===== src/rtl/irq_pkg.sv =====
package irq_pkg;
  localparam int NSRC   = 11;
  localparam int NEXT   = 3;
  localparam int NTMR   = 3;
  localparam int DATA_W = 16;
  localparam int ADDR_W = 3;

  localparam int B_EXT0     = 0;
  localparam int B_MIDI_IN  = 3;
  localparam int B_DMA      = 4;
  localparam int B_SOFT     = 5;
  localparam int B_TMR0     = 6;
  localparam int B_MIDI_OUT = 9;
  localparam int B_TICK     = 10;

  localparam logic [NSRC-1:0] LVL_MASK = NSRC'((1 << B_MIDI_IN) | (1 << B_MIDI_OUT));

  typedef enum logic [1:0] {
    RS_PEND = 2'd0,
    RS_EN   = 2'd1,
    RS_CLR  = 2'd2,
    RS_NONE = 2'd3
  } reg_sel_e;
endpackage


===== src/rtl/irq_ext_sync.sv =====
module irq_ext_sync #(
  parameter int N = 3
) (
  input  logic         clk,
  input  logic         rst_n,
  input  logic [N-1:0] ext_n,
  output logic [N-1:0] fall
);
  logic [N-1:0] meta_q, sync_q, prev_q;

  generate
    for (genvar i = 0; i < N; i++) begin : g_line
      always_ff @(posedge clk or negedge rst_n) begin
        if (!rst_n) begin
          meta_q[i] <= 1'b1;
          sync_q[i] <= 1'b1;
          prev_q[i] <= 1'b1;
        end else begin
          meta_q[i] <= ext_n[i];
          sync_q[i] <= meta_q[i];
          prev_q[i] <= sync_q[i];
        end
      end
      assign fall[i] = prev_q[i] & ~sync_q[i];

      AST_FALL_SINGLE: assert property (@(posedge clk) disable iff (!rst_n)
        fall[i] |=> !fall[i]);
    end
  endgenerate
endmodule


===== src/rtl/irq_tick_gen.sv =====
module irq_tick_gen #(
  parameter int DIV = 4535
) (
  input  logic clk,
  input  logic rst_n,
  output logic tick
);
  localparam int CW = (DIV > 1) ? $clog2(DIV) : 1;
  localparam logic [CW-1:0] LAST = CW'(DIV - 1);

  logic [CW-1:0] cnt_q;

  always_ff @(posedge clk or negedge rst_n) begin
    if (!rst_n)            cnt_q <= '0;
    else if (cnt_q == LAST) cnt_q <= '0;
    else                   cnt_q <= cnt_q + 1'b1;
  end

  assign tick = (cnt_q == LAST);

  AST_TICK_GAP: assert property (@(posedge clk) disable iff (!rst_n)
    tick |=> !tick);
endmodule


===== src/rtl/irq_target_bank.sv =====
module irq_target_bank #(
  parameter int              NSRC     = 11,
  parameter logic [NSRC-1:0] LVL_BITS = '0
) (
  input  logic            clk,
  input  logic            rst_n,
  input  logic [NSRC-1:0] evt_set,
  input  logic [NSRC-1:0] lvl_val,
  input  logic            en_wr,
  input  logic [NSRC-1:0] en_wdata,
  input  logic            clr_wr,
  input  logic [NSRC-1:0] clr_wdata,
  output logic [NSRC-1:0] pend,
  output logic [NSRC-1:0] en,
  output logic            irq
);
  localparam logic [NSRC-1:0] EDGE_BITS = ~LVL_BITS;

  logic [NSRC-1:0] clr_vec;
  assign clr_vec = clr_wr ? clr_wdata : '0;

  generate
    for (genvar i = 0; i < NSRC; i++) begin : g_bit
      if (LVL_BITS[i]) begin : g_lvl
        assign pend[i] = lvl_val[i];
      end else begin : g_edge
        logic flag_q;
        always_ff @(posedge clk or negedge rst_n) begin
          if (!rst_n) flag_q <= 1'b0;
          else        flag_q <= (flag_q & ~clr_vec[i]) | evt_set[i];
        end
        assign pend[i] = flag_q;
      end
    end
  endgenerate

  always_ff @(posedge clk or negedge rst_n) begin
    if (!rst_n)     en <= '0;
    else if (en_wr) en <= en_wdata;
  end

  always_ff @(posedge clk or negedge rst_n) begin
    if (!rst_n) irq <= 1'b0;
    else        irq <= |(pend & en);
  end

  AST_SET_WINS: assert property (@(posedge clk) disable iff (!rst_n)
    ((evt_set & EDGE_BITS) != '0) |=>
      ((pend & $past(evt_set & EDGE_BITS)) == $past(evt_set & EDGE_BITS)));

  AST_CLR_TAKES: assert property (@(posedge clk) disable iff (!rst_n)
    (clr_wr && ((clr_wdata & EDGE_BITS & ~evt_set) != '0)) |=>
      ((pend & $past(clr_wdata & EDGE_BITS & ~evt_set)) == '0));

  AST_FLAG_HOLD: assert property (@(posedge clk) disable iff (!rst_n)
    (!clr_wr && evt_set == '0) |=> ((pend & EDGE_BITS) == ($past(pend) & EDGE_BITS)));

  AST_IRQ_REG: assert property (@(posedge clk) disable iff (!rst_n)
    1'b1 |=> (irq == $past(|(pend & en))));
endmodule


===== src/rtl/irq_dual_ctrl.sv =====
module irq_dual_ctrl
  import irq_pkg::*;
#(
  parameter int SAMPLE_DIV = 4535
) (
  input  logic              clk,
  input  logic              rst_n,
  input  logic [NEXT-1:0]   ext_irq_n,
  input  logic              midi_in_avail,
  input  logic              midi_out_empty,
  input  logic              dma_done,
  input  logic [NTMR-1:0]   tmr_ovf,
  input  logic              reg_wr,
  input  logic              reg_rd,
  input  logic [ADDR_W-1:0] reg_addr,
  input  logic [DATA_W-1:0] reg_wdata,
  output logic              rd_valid,
  output logic [DATA_W-1:0] rd_data,
  output logic              irq_main,
  output logic              irq_sound
);
  localparam int NTGT = 2;

  logic [NEXT-1:0] ext_fall;
  logic            tick;
  logic [NSRC-1:0] hw_evt;
  logic [NSRC-1:0] lvl_vec;
  logic [NTGT-1:0] tgt_irq;
  logic [NSRC-1:0] tgt_pend [NTGT];
  logic [NSRC-1:0] tgt_en   [NTGT];

  irq_ext_sync #(.N(NEXT)) u_sync (
    .clk(clk), .rst_n(rst_n), .ext_n(ext_irq_n), .fall(ext_fall)
  );

  irq_tick_gen #(.DIV(SAMPLE_DIV)) u_tick (
    .clk(clk), .rst_n(rst_n), .tick(tick)
  );

  always_comb begin
    hw_evt = '0;
    hw_evt[B_EXT0 +: NEXT] = ext_fall;
    hw_evt[B_DMA]          = dma_done;
    hw_evt[B_TMR0 +: NTMR] = tmr_ovf;
    hw_evt[B_TICK]         = tick;
    lvl_vec = '0;
    lvl_vec[B_MIDI_IN]     = midi_in_avail;
    lvl_vec[B_MIDI_OUT]    = midi_out_empty;
  end

  reg_sel_e wsel;
  assign wsel = reg_sel_e'(reg_addr[1:0]);

  generate
    for (genvar t = 0; t < NTGT; t++) begin : g_tgt
      logic            hit;
      logic [NSRC-1:0] evt;
      assign hit = (reg_addr[2] == 1'(t)) && reg_wr;

      always_comb begin
        evt = hw_evt;
        evt[B_SOFT] = hit && (wsel == RS_PEND) && reg_wdata[B_SOFT];
      end

      irq_target_bank #(.NSRC(NSRC), .LVL_BITS(LVL_MASK)) u_bank (
        .clk      (clk),
        .rst_n    (rst_n),
        .evt_set  (evt),
        .lvl_val  (lvl_vec),
        .en_wr    (hit && (wsel == RS_EN)),
        .en_wdata (reg_wdata[NSRC-1:0]),
        .clr_wr   (hit && (wsel == RS_CLR)),
        .clr_wdata(reg_wdata[NSRC-1:0]),
        .pend     (tgt_pend[t]),
        .en       (tgt_en[t]),
        .irq      (tgt_irq[t])
      );
    end
  endgenerate

  assign irq_main  = tgt_irq[0];
  assign irq_sound = tgt_irq[1];

  logic [NSRC-1:0] rd_mux;
  always_comb begin
    rd_mux = '0;
    unique case (reg_sel_e'(reg_addr[1:0]))
      RS_PEND: rd_mux = tgt_pend[reg_addr[2]];
      RS_EN:   rd_mux = tgt_en[reg_addr[2]];
      default: rd_mux = '0;
    endcase
  end

  always_ff @(posedge clk or negedge rst_n) begin
    if (!rst_n) begin
      rd_valid <= 1'b0;
      rd_data  <= '0;
    end else begin
      rd_valid <= reg_rd;
      if (reg_rd) rd_data <= {{(DATA_W-NSRC){1'b0}}, rd_mux};
    end
  end

  AST_UPPER_ZERO: assert property (@(posedge clk) disable iff (!rst_n)
    rd_valid |-> (rd_data[DATA_W-1:NSRC] == '0));

  AST_RD_ONE: assert property (@(posedge clk) disable iff (!rst_n)
    1'b1 |=> (rd_valid == $past(reg_rd)));
endmodule


===== config.mk =====
export PLATFORM = sky130hd
export DESIGN_NAME = irq_dual_ctrl
export DESIGN_NICKNAME = d
export VERILOG_FILES = /design/src/rtl/irq_pkg.sv /design/src/rtl/irq_ext_sync.sv /design/src/rtl/irq_tick_gen.sv /design/src/rtl/irq_target_bank.sv /design/src/rtl/irq_dual_ctrl.sv
export SDC_FILE = /design/constraint.sdc
export NUM_CORES = 1
export LEC_CHECK = 0
export ABC_AREA = 1
export CELL_PAD_IN_SITES_DETAIL_PLACEMENT = 1
export CELL_PAD_IN_SITES_GLOBAL_PLACEMENT = 1
export CORE_ASPECT_RATIO = 2
export CORE_UTILIZATION = 44
export DETAILED_ROUTE_END_ITERATION = 7
export PLACE_DENSITY_LB_ADDON = 0.1
export SETUP_SLACK_MARGIN = 0.3
export SYNTH_ARGS = -nofsm -noshare
export SYNTH_HDL_FRONTEND = slang
export SYNTH_SLANG_ARGS = --single-unit

===== constraint.sdc =====
create_clock -name clk -period 2.18 [get_ports clk]
set_input_delay 0.436 -clock clk [delete_from_list [all_inputs] [get_ports clk]]
set_output_delay 0.436 -clock clk [all_outputs]
set_load 0.01 [all_outputs]

== After elaboration in Yosys (flattened, before gate mapping) ==
Cells that the tools add are included.

* Register bits after elaboration: 76
* Bits in latches: 0
* RAM bits: 0
* Memory bits (read-only): 0
* Memories kept: 0

* Add/sub/neg operators: 1
* $mul: 0
* Div/mod/pow operators: 0
* Magnitude comparators: 1
* Equality and inequality tests: 3
* Shift operators: 0
* Mux-type cells: 10
* Bitwise operators: 64
* Reductions and logical operators: 13

{| class="wikitable"
|+ Operator list
! cell !! count
|-
| $mux 11 || 8
|-
| $and 11x11->11 || 2
|-
| $not 1->1 || 22
|-
| $pmux 11 s2 || 1
|-
| $reduce_or 11->1 || 2
|-
| $and 1x1->1 || 21
|-
| $or 1x1->1 || 18
|-
| $add 13x1->13 const B || 1
|-
| $eq 13x13->1 const B || 1
|-
| $mux 13 || 1
|-
| $logic_and 1x1->1 || 10
|-
| $eq 2x1->1 const B || 1
|-
| $eq 2x2->1 const B || 1
|-
| $ge 2x2->1 const B || 1
|-
| $logic_not 2->1 || 1
|-
| $not 1->2 || 1
|}

== Longest topological paths before layout ==
Gate-level depths: netlist of run 1.

* Word-level depth: 7
* Gate-level depth with buffers: 8
* Depth with buffers taken out: 7

== Cells and area by module ==
From an unflattened synthesis of run 1, not the netlist that was laid out.

* Cells, all modules: 475
* Area, all modules: 3991.3 µm²

{| class="wikitable"
|+ By module, submodules not included
! module !! times used !! cells an instance !! area an instance (µm²)
|-
| irq_target_bank || 2 || 84 || 967.2
|-
| irq_dual_ctrl || 1 || 186 || 1003.5
|-
| irq_tick_gen || 1 || 106 || 787.0
|-
| irq_ext_sync || 1 || 15 || 266.5
|}

== Least setup slack after synthesis of run 1 ==
OpenSTA, ideal clock, no wires.

* Path type: register -> register
* Start: reg u_tick.cnt_q[0]
* End: reg u_tick.cnt_q[4]
* Data arrival time: 1117 ps
* Path slack: 948 ps
* Cell stages (with the launch flop): 7
* Buffers on the path: 0
* Clock period less this slack: 1232 ps
* Path through: dfrtp_1 ha_1 nand2_1 nor2_4 or2_2 nand3_1 inv_1

* Word-level cells in the longest chain between the ends: 2
* Elaborated cells on any way between the ends: 3
* Classes of those cells: 1 x add/sub; 1 x eq/ne; 1 x mux

{| class="wikitable"
|+ RTL lines
! item !! line !! text
|-
| from (decl) || irq_tick_gen.sv:11 || <nowiki>logic [CW-1:0] cnt_q;</nowiki>
|-
| from (signal assigned) || irq_tick_gen.sv:16 || <nowiki>else cnt_q <= cnt_q + 1'b1;</nowiki>
|-
| $add 13x1->13 / $eq 13x13->1 (equally long branches) || irq_tick_gen.sv:16, irq_tick_gen.sv:15 ||
|-
| $mux 13 * || irq_tick_gen.sv:15 || <nowiki>else if (cnt_q == LAST) cnt_q <= '0;</nowiki>
|}

Mark *: on every way between the ends. The rest lies on a longest branch, timed or not.
A chain may end at the register's enable or synchronous reset.

== Final worst setup path of run 1 ==
* Start: reg rd_data[7]
* End: out rd_data[7]

{| class="wikitable"
|+ RTL lines
! item !! line !! text
|-
| from (decl) || irq_dual_ctrl.sv:18 || <nowiki>output logic [DATA_W-1:0] rd_data,</nowiki>
|-
| from (signal assigned) || irq_dual_ctrl.sv:100 || <nowiki>if (reg_rd) rd_data <= {{(DATA_W-NSRC){1'b0}}, rd_mux};</nowiki>
|}

No word-level cell between the ends.

==> results of run 1 <==
[kinds of logic (layout without fill, tap and decap cells)]
| family | count (synthesis) | in the layout | share of synthesized area [%] |
|---|---|---|---|
| AO/OA/AOI/OAI | 78 | 78 | 12.06 |
| adder cells (fa/ha/maj) | 2 | 2 | 0.6813 |
| flip-flops | 76 | 76 | 52.10 |
| AND/OR/NAND/NOR | 205 | 205 | 24.16 |
| buffers and inverters | 90 | 137 | 10.90 |
| other | 1 | 5 | 0.1021 |
[per-stage QoR]
| stage | power [uW] | hold slack [ps] | setup slack (ps) | utilization (%) | area [sq um] |
|---|---|---|---|---|---|
| 2_1_floorplan | 1951 | 140.4 | 948.3 | - | 3687 |
| 5_1_grt | 3818 | 128.3 | 472.2 | 55.93 | 4474 |
| 3_5_place_dp | 2189 | 347.6 | 297.6 | 52.10 | 4168 |
| 3_3_place_gp | 2158 | 345.9 | 345.1 | 52.10 | 4168 |
| 4_1_cts | 3685 | 111.0 | 503.4 | 55.93 | 4474 |
| 6_report | 3646 | 94.22 | 529.0 | 55.93 | 4474 |
[cells in the final DEF, fill, tap and decap left out, types with 3 or more instances in the layout]
master,synthesis,layout
nand4_1,7,7
conb_1,1,5
or2_0,6,6
a21oi_1,4,4
nand2_2,3,3
clkinv_4,0,3
o21ai_1,21,21
o21ai_0,37,37
dfstp_2,9,9
nand3_1,20,20
or2_1,5,5
buf_4,7,8
inv_1,70,70
dfrtp_1,67,67
o21ai_2,12,12
nor3_1,3,3
nor2_2,4,4
clkbuf_16,0,10
nand2_1,135,135
clkdlybuf4s50_1,0,39
nor2_1,17,17
[metal layers]
layer / track usage [%] / vias to the layer above / part of all wire, %
met5: 0 / - / 0
met4: 8.156 / 0 / 1.7
met3: 3.906 / 12 / 2.5
met2: 43.60 / 44 / 58
met1: 23.42 / 1468 / 37
li1: - / 1483 / -
[area by class of cell]
class	count	area (sq um)	area share, %
well taps	96	120.1	2.685
flip-flops and latches	76	1913	42.76
repair buffers	49	490.5	10.96
multi-input cells	290	1374	30.70
clock buffers	11	264.0	5.900
clock inverters	5	42.54	0.9508
inverters	72	270.3	6.040
[report_power, final]
part / internal, uW / switching, uW
registers: 1560 / 94.7
clock network: 881 / 605
logic: 228 / 282
[flip-flops by register name, indices dropped and copies added (netlist names)]
signal                            count
g_tgt.u_bank.g_bit.g_edge.flag_q     18
rd_valid                              1
u_sync.sync_q                         3
rd_data                              11
g_tgt.u_bank.irq                      2
u_tick.cnt_q                         13
g_tgt.u_bank.en                      22
u_sync.meta_q                         3
u_sync.prev_q                         3
[how the worst max path moves through the flow]
stage                                      endpoint  slack [ps]                      start  cells after the start
after floorplan           u_tick.cnt_q[4]$_DFF_PN0_         950  u_tick.cnt_q[0]$_DFF_PN0_                      6
after global placement       rd_data[2]$_DFFE_PN0P_         350                reg_addr[2]                      7
after detailed placement     rd_data[6]$_DFFE_PN0P_         300                reg_addr[2]                      7
after CTS                                rd_data[7]         500     rd_data[7]$_DFFE_PN0P_                      1
after global routing                     rd_data[7]         470     rd_data[7]$_DFFE_PN0P_                      1
final                                    rd_data[7]         530     rd_data[7]$_DFFE_PN0P_                      1
==> results.md, run 1 <==
- Final setup violation count: 0
- Top cell type's share of synthesized area: 45.66%
- R2R cell count: 7
- Post-Synthesis Cells: 452
- Placed instance count: 583
- Achievable Freq: 0.6057 GHz
- Root buffer selected by CTS: clkbuf_16
- Critical path type: flop to primary output
- Router iterations before antenna repair: 4
- Slew Limit Headroom: 62.45%
- Max Slew Vio Count: 0
- Fill cells: 984
- Postcts setup bufs: 0
- Die X: 66.60 um
- Slowest stage delay, CP: 540 ps
- Drt wl/cell: 15.17 um
- Core area: 0.008000 sq mm
- Final Hold Vio Count: 0
- Critical Path RT: 1740 ps
- Worst Max-Slew Pin Slew: 563.3 ps
- Number of global-route vias before repair: 3200
- First-pass GRT wire length: 15040 um
- Area contributors post-synth: dfrtp_1 (46%), nand2_1 (14%), inv_1 (7.2%)
- Worst reg-to-reg setup slack: 800 ps
- Ant. Diodes: 0
- Max Fanout on Critical Path: 2
- Cell family with most CP delay: buffers and inverters
- Post-synth top area cell: dfrtp_1
- Synth Warn #: 0
- Die area: 0.008738 sq mm
- Worst EP arrival: 1220 ps
- Bufs and invs on worst path: 1
- Fin cells: 599
- Library cell with the highest instance count after synthesis: nand2_1
- Max VDD drop: 0.0005911 V
- Layout area overhead: 21.84%
- Top FF cell, synth: dfrtp_1
- CTS buffer count: 9
- Sink Count: 76
- Clk Latency, worst-skew pair: 330 ps
- Worst clock skew: 7.248 ps
- CTS resizes: 0
- Fraction of layout cells with a size suffix above 1: 12.13%
- Startpoint types: flop
- CTS tree: yes
- Longest Clk Path Bufs: 2
- Setup crit end kind: primary output
- Unique cell type count in the Yosys netlist: 30
- GRT overflow: 0
- Fin Setup TNS: 0 ps
- Final min period: 1651 ps
- Final cycle utilization of the critical path: 75.73%
- Unrepaired setup endpoints after global routing: false
- Vias: 3007
- Num rows: 46
- Htree depth: 3
- Max-Cap Viols: 0
- Critical R2R Launch: u_tick.cnt_q[0]$_DFF_PN0_
- Drt drc: 0
- Pwr dens: 814.8 mW/mm^2
- Status: finished clean
- CP max-delay cell: clkdlybuf4s50_1
- WL final: 9084 um
- Avg Cell Area, Syn: 8.124 sq um
- Initial core utilization: 45.90%
- PortBufs: 40
- Clk slew on worst S/H paths: 60 ps
- Seq/Total Area, Yosys: 52.10%
- Largest net degree at the start of global routing: 42
- Top cells by count, synth: nand2_1 (135), inv_1 (70), dfrtp_1 (67)
- Leakage: 0.002158 uW
- Crit-path cells: clkdlybuf4s50_1
- NumNets Final: 532
- #FFs+latches synth: 76
- Initial DRC Count: 89
- Total Routing Usage GR: 22.90%
- Post-route ant nets: 0
- Die Y: 131.2 um
- Antenna violations before repair: 0
- Async S/R FF share, synth: 100.0%
- GPL Wtd Cong: 0.7939
- I/O pins: 51
- Number of synthesized flops with an enable pin: 0
- FF-to-FF End: u_tick.cnt_q[3]$_DFF_PN0_
- CTS Hold Bufs: 0
- Post-detail-place hpwl: 6749 um
- Min-Delay Path Class: input pin to asynchronous set/reset pin
- Synth Cell Area: 0.003672 sq mm
- Routed vias/inst: 5.020
Power figures use the tool's default switching activity.
==> run 2, diff against run 1 <==
Settings changed: CORE_UTILIZATION 44 to 41.
Clock period 2.18 ns to 1.6 ns, I/O delays scaled along.
==> results.md, run 2 (synthesis gave the netlist of run 1 again) <==
- Status: finished clean (unchanged)
- Worst clock skew: 4.805 ps (was 7.248 ps)
- Max reg flops: 22 (unchanged)
- Router iterations before antenna repair: 4 (unchanged)
- Htree depth: 3 (unchanged)
- PortBufs: 40 (unchanged)
- Unrepaired setup endpoints after global routing: true (was false)
- NumNets Final: 546 (was 532)
- Ant. Diodes: 0 (unchanged)
- Antenna violations before repair: 0 (unchanged)
- Crit-path cells: or2_1, nor2_4, nand3_4, nand3_2, inv_1 (was clkdlybuf4s50_1)
- Final setup violation count: 0 (unchanged)
- Routed vias/inst: 5.041 (was 5.020)
- Psw: 1373 uW (was 981.1 uW)
- Root buffer selected by CTS: clkbuf_16 (unchanged)
- Max Slew Vio Count: 0 (unchanged)
- Commonest non-fill, non-tap cell in the layout: nand2_1 (unchanged)
- Initial core utilization: 42.46% (was 45.90%)
- Final min period: 1291 ps
- Sink Count: 76 (unchanged)
- Clk Latency, worst-skew pair: 340 ps (was 330 ps)
- Comb power frac: 14.2% (was 14.0%)
- Met3 WL: 232 um (was 229 um)
- Max VDD drop: 0.001027 V (was 0.0005911 V)
- Internal: 3815 uW (was 2665 uW)
- GPL Wtd Cong: 0.8406 (was 0.7939)
- Fraction of layout cells with a size suffix above 1: 21.28% (was 12.13%)
- Switching part of the total: 26.47% (was 26.91%)
- WL final: 10160 um (was 9084 um)
- Bufs and invs on worst path: 1 (unchanged)
- Drt drc: 0 (unchanged)
- Critical path type: flop to flop (was flop to primary output)
- Largest net degree at the start of global routing: 40 (was 42)
- Final cycle utilization of the critical path: 80.69%
- First-pass GRT wire length: 14950 um (was 15040 um)
- Clk slew on worst S/H paths: 60 ps (about the same)
- Initial DRC Count: 105 (was 89)
- Worst EP arrival: 1520 ps (was 1220 ps)
- Longest Clk Path Bufs: 2 (unchanged)
- Reg with most FFs: g_tgt.u_bank.en (unchanged)
- DR WL met2: 5806 um (was 5306 um)
- Top flop regs: g_tgt.u_bank.en x22, g_tgt.u_bank.g_bit.g_edge.flag_q x18, u_tick.cnt_q x13 (unchanged)
- Die area: 0.009362 sq mm (was 0.008738 sq mm)
- Leakage: 0.002388 uW (was 0.002158 uW)
- Setup crit end kind: flop (was primary output)
- Clk pwr share: 42.4% (was 40.8%)
- CP max-delay cell: dfrtp_1 (was clkdlybuf4s50_1)
- Num rows: 48 (was 46)
- Slowest stage delay, CP: 430 ps (was 540 ps)
- Core area: 0.008648 sq mm (was 0.008000 sq mm)
- Post-detail-place hpwl: 6603 um (was 6749 um)
- Drt wl/cell: 16.46 um (was 15.17 um)
- Max-Cap Viols: 0 (unchanged)
- Total Routing Usage GR: 22.21% (was 22.90%)
- CTS buffer count: 9 (unchanged)
- Fin Setup TNS: 0 ps (unchanged)
- Cell family with most CP delay: simple AND/OR/NAND/NOR gates (was buffers and inverters)
- GRT overflow: 0 (unchanged)
- Uppermost layer routed: met4 (unchanged)
- Sequential Power Share: 43.4% (was 45.3%)
- Layout Utilization: 55.95% (was 55.93%)
- Most frequent cells in the layout: nand2_1 (128), inv_1 (66), dfrtp_1 (66) (was nand2_1 (135), inv_1 (70), dfrtp_1 (67))
- Die Y: 135.8 um (was 131.2 um)
- I/O pins: 51 (unchanged)
- Worst reg-to-reg setup slack: 310 ps (was 800 ps)
- Fill cells: 1064 (was 984)
- Post-Route M1 WL: 3715 um (was 3392 um)
- Max Fanout on Critical Path: 5 (was 2)
- CTS tree: yes (unchanged)
- Die X: 68.92 um (was 66.60 um)
- Layout area overhead: 31.75% (was 21.84%)
- Vias: 3110 (was 3007)
- Min-Delay Path Class: flop to flop (was input pin to asynchronous set/reset pin)
- Startpoint types: flop (unchanged)
- Pwr dens: 1072 mW/mm^2 (was 814.8 mW/mm^2)
- Achievable Freq: 0.7746 GHz
- Post-route ant nets: 0 (unchanged)
- Number of global-route vias before repair: 3155 (was 3200)
- Final Hold Vio Count: 0 (unchanged)
- Critical Path RT: 1830 ps (was 1740 ps)
run 2: cell count changes in the layout (fill, tap and decap cells not counted), moves of 4 or more:
cell,delta
clkdlybuf4s50_1,-18
clkbuf_2,+10
o21ai_0,-10
nand2_1,-7
o21ai_2,+6
buf_12,+5
nand2_4,+5
nor2_4,+5
inv_1,-4
inv_2,+4
nor2_1,-4
o21ai_1,+4
run 2: power groups by stage:
stage | sequential (uW) | clock [uW] | combinational (uW)
final | 2250 | 2200 | 735
after global routing | 2280 | 2320 | 835
after CTS | 2250 | 2250 | 709
after detailed placement | 2280 | 0 | 722
after global placement | 2270 | 0 | 698
after floorplan | 2270 | 0 | 392
run 2: cell type report:
type,instances,area [sq um],area share [%]
flip-flops and latches,76,1914,39.57
repair buffers,61,674.4,13.94
clock buffers,9,225.2,4.655
inverters,72,270.3,5.586
clock inverters,7,98.84,2.043
well taps,100,125.1,2.586
multi-input cells,292,1530,31.63
run 2: stage by stage:
| step | hold slack (ps) | setup slack [ps] | instances | instance area (sq um) | power (uW) |
|---|---|---|---|---|---|
| global route | 361.4 | 247.5 | 617 | 4838 | 5442 |
| CTS | 357.5 | 270.4 | 609 | 4629 | 5201 |
| global placement | 266.4 | -120.6 | 591 | 4253 | 2964 |
| detailed placement | 275.9 | -161.0 | 591 | 4253 | 3000 |
| floorplan | 24.41 | 368.3 | 456 | 3687 | 2658 |
| finish | 356.8 | 308.9 | 617 | 4838 | 5188 |
run 2: per-layer routing:
metal  GRT usage, %  up-vias
met5              0        -
met4          7.370        0
met3          4.614       23
met2          41.75       52
met1          22.95     1507
li1               -     1528
run 2: what timing repair did:
item,in CTS,in global routing
hold buffers,1,0
cloned,1,5
pin swaps,5,15
endpoints found under the setup margin,71,62
setup buffers,0,3
resized for setup,36,56
hold endpoints to repair,18,0
run 2: worst paths after layout:
check                                           startpoint                         end  cells after the start
worst max-delay path             u_tick.cnt_q[6]$_DFF_PN0_   u_tick.cnt_q[3]$_DFF_PN0_                      5
worst min-delay path            u_sync.meta_q[0]$_DFF_PN1_  u_sync.sync_q[0]$_DFF_PN1_                      0
worst max register to register   u_tick.cnt_q[6]$_DFF_PN0_   u_tick.cnt_q[3]$_DFF_PN0_                      5
worst min register to register  u_sync.meta_q[0]$_DFF_PN1_  u_sync.sync_q[0]$_DFF_PN1_                      0
max in group asynchronous                            rst_n   u_tick.cnt_q[9]$_DFF_PN0_                      3
min in group asynchronous                            rst_n      rd_data[0]$_DFFE_PN0P_                      2
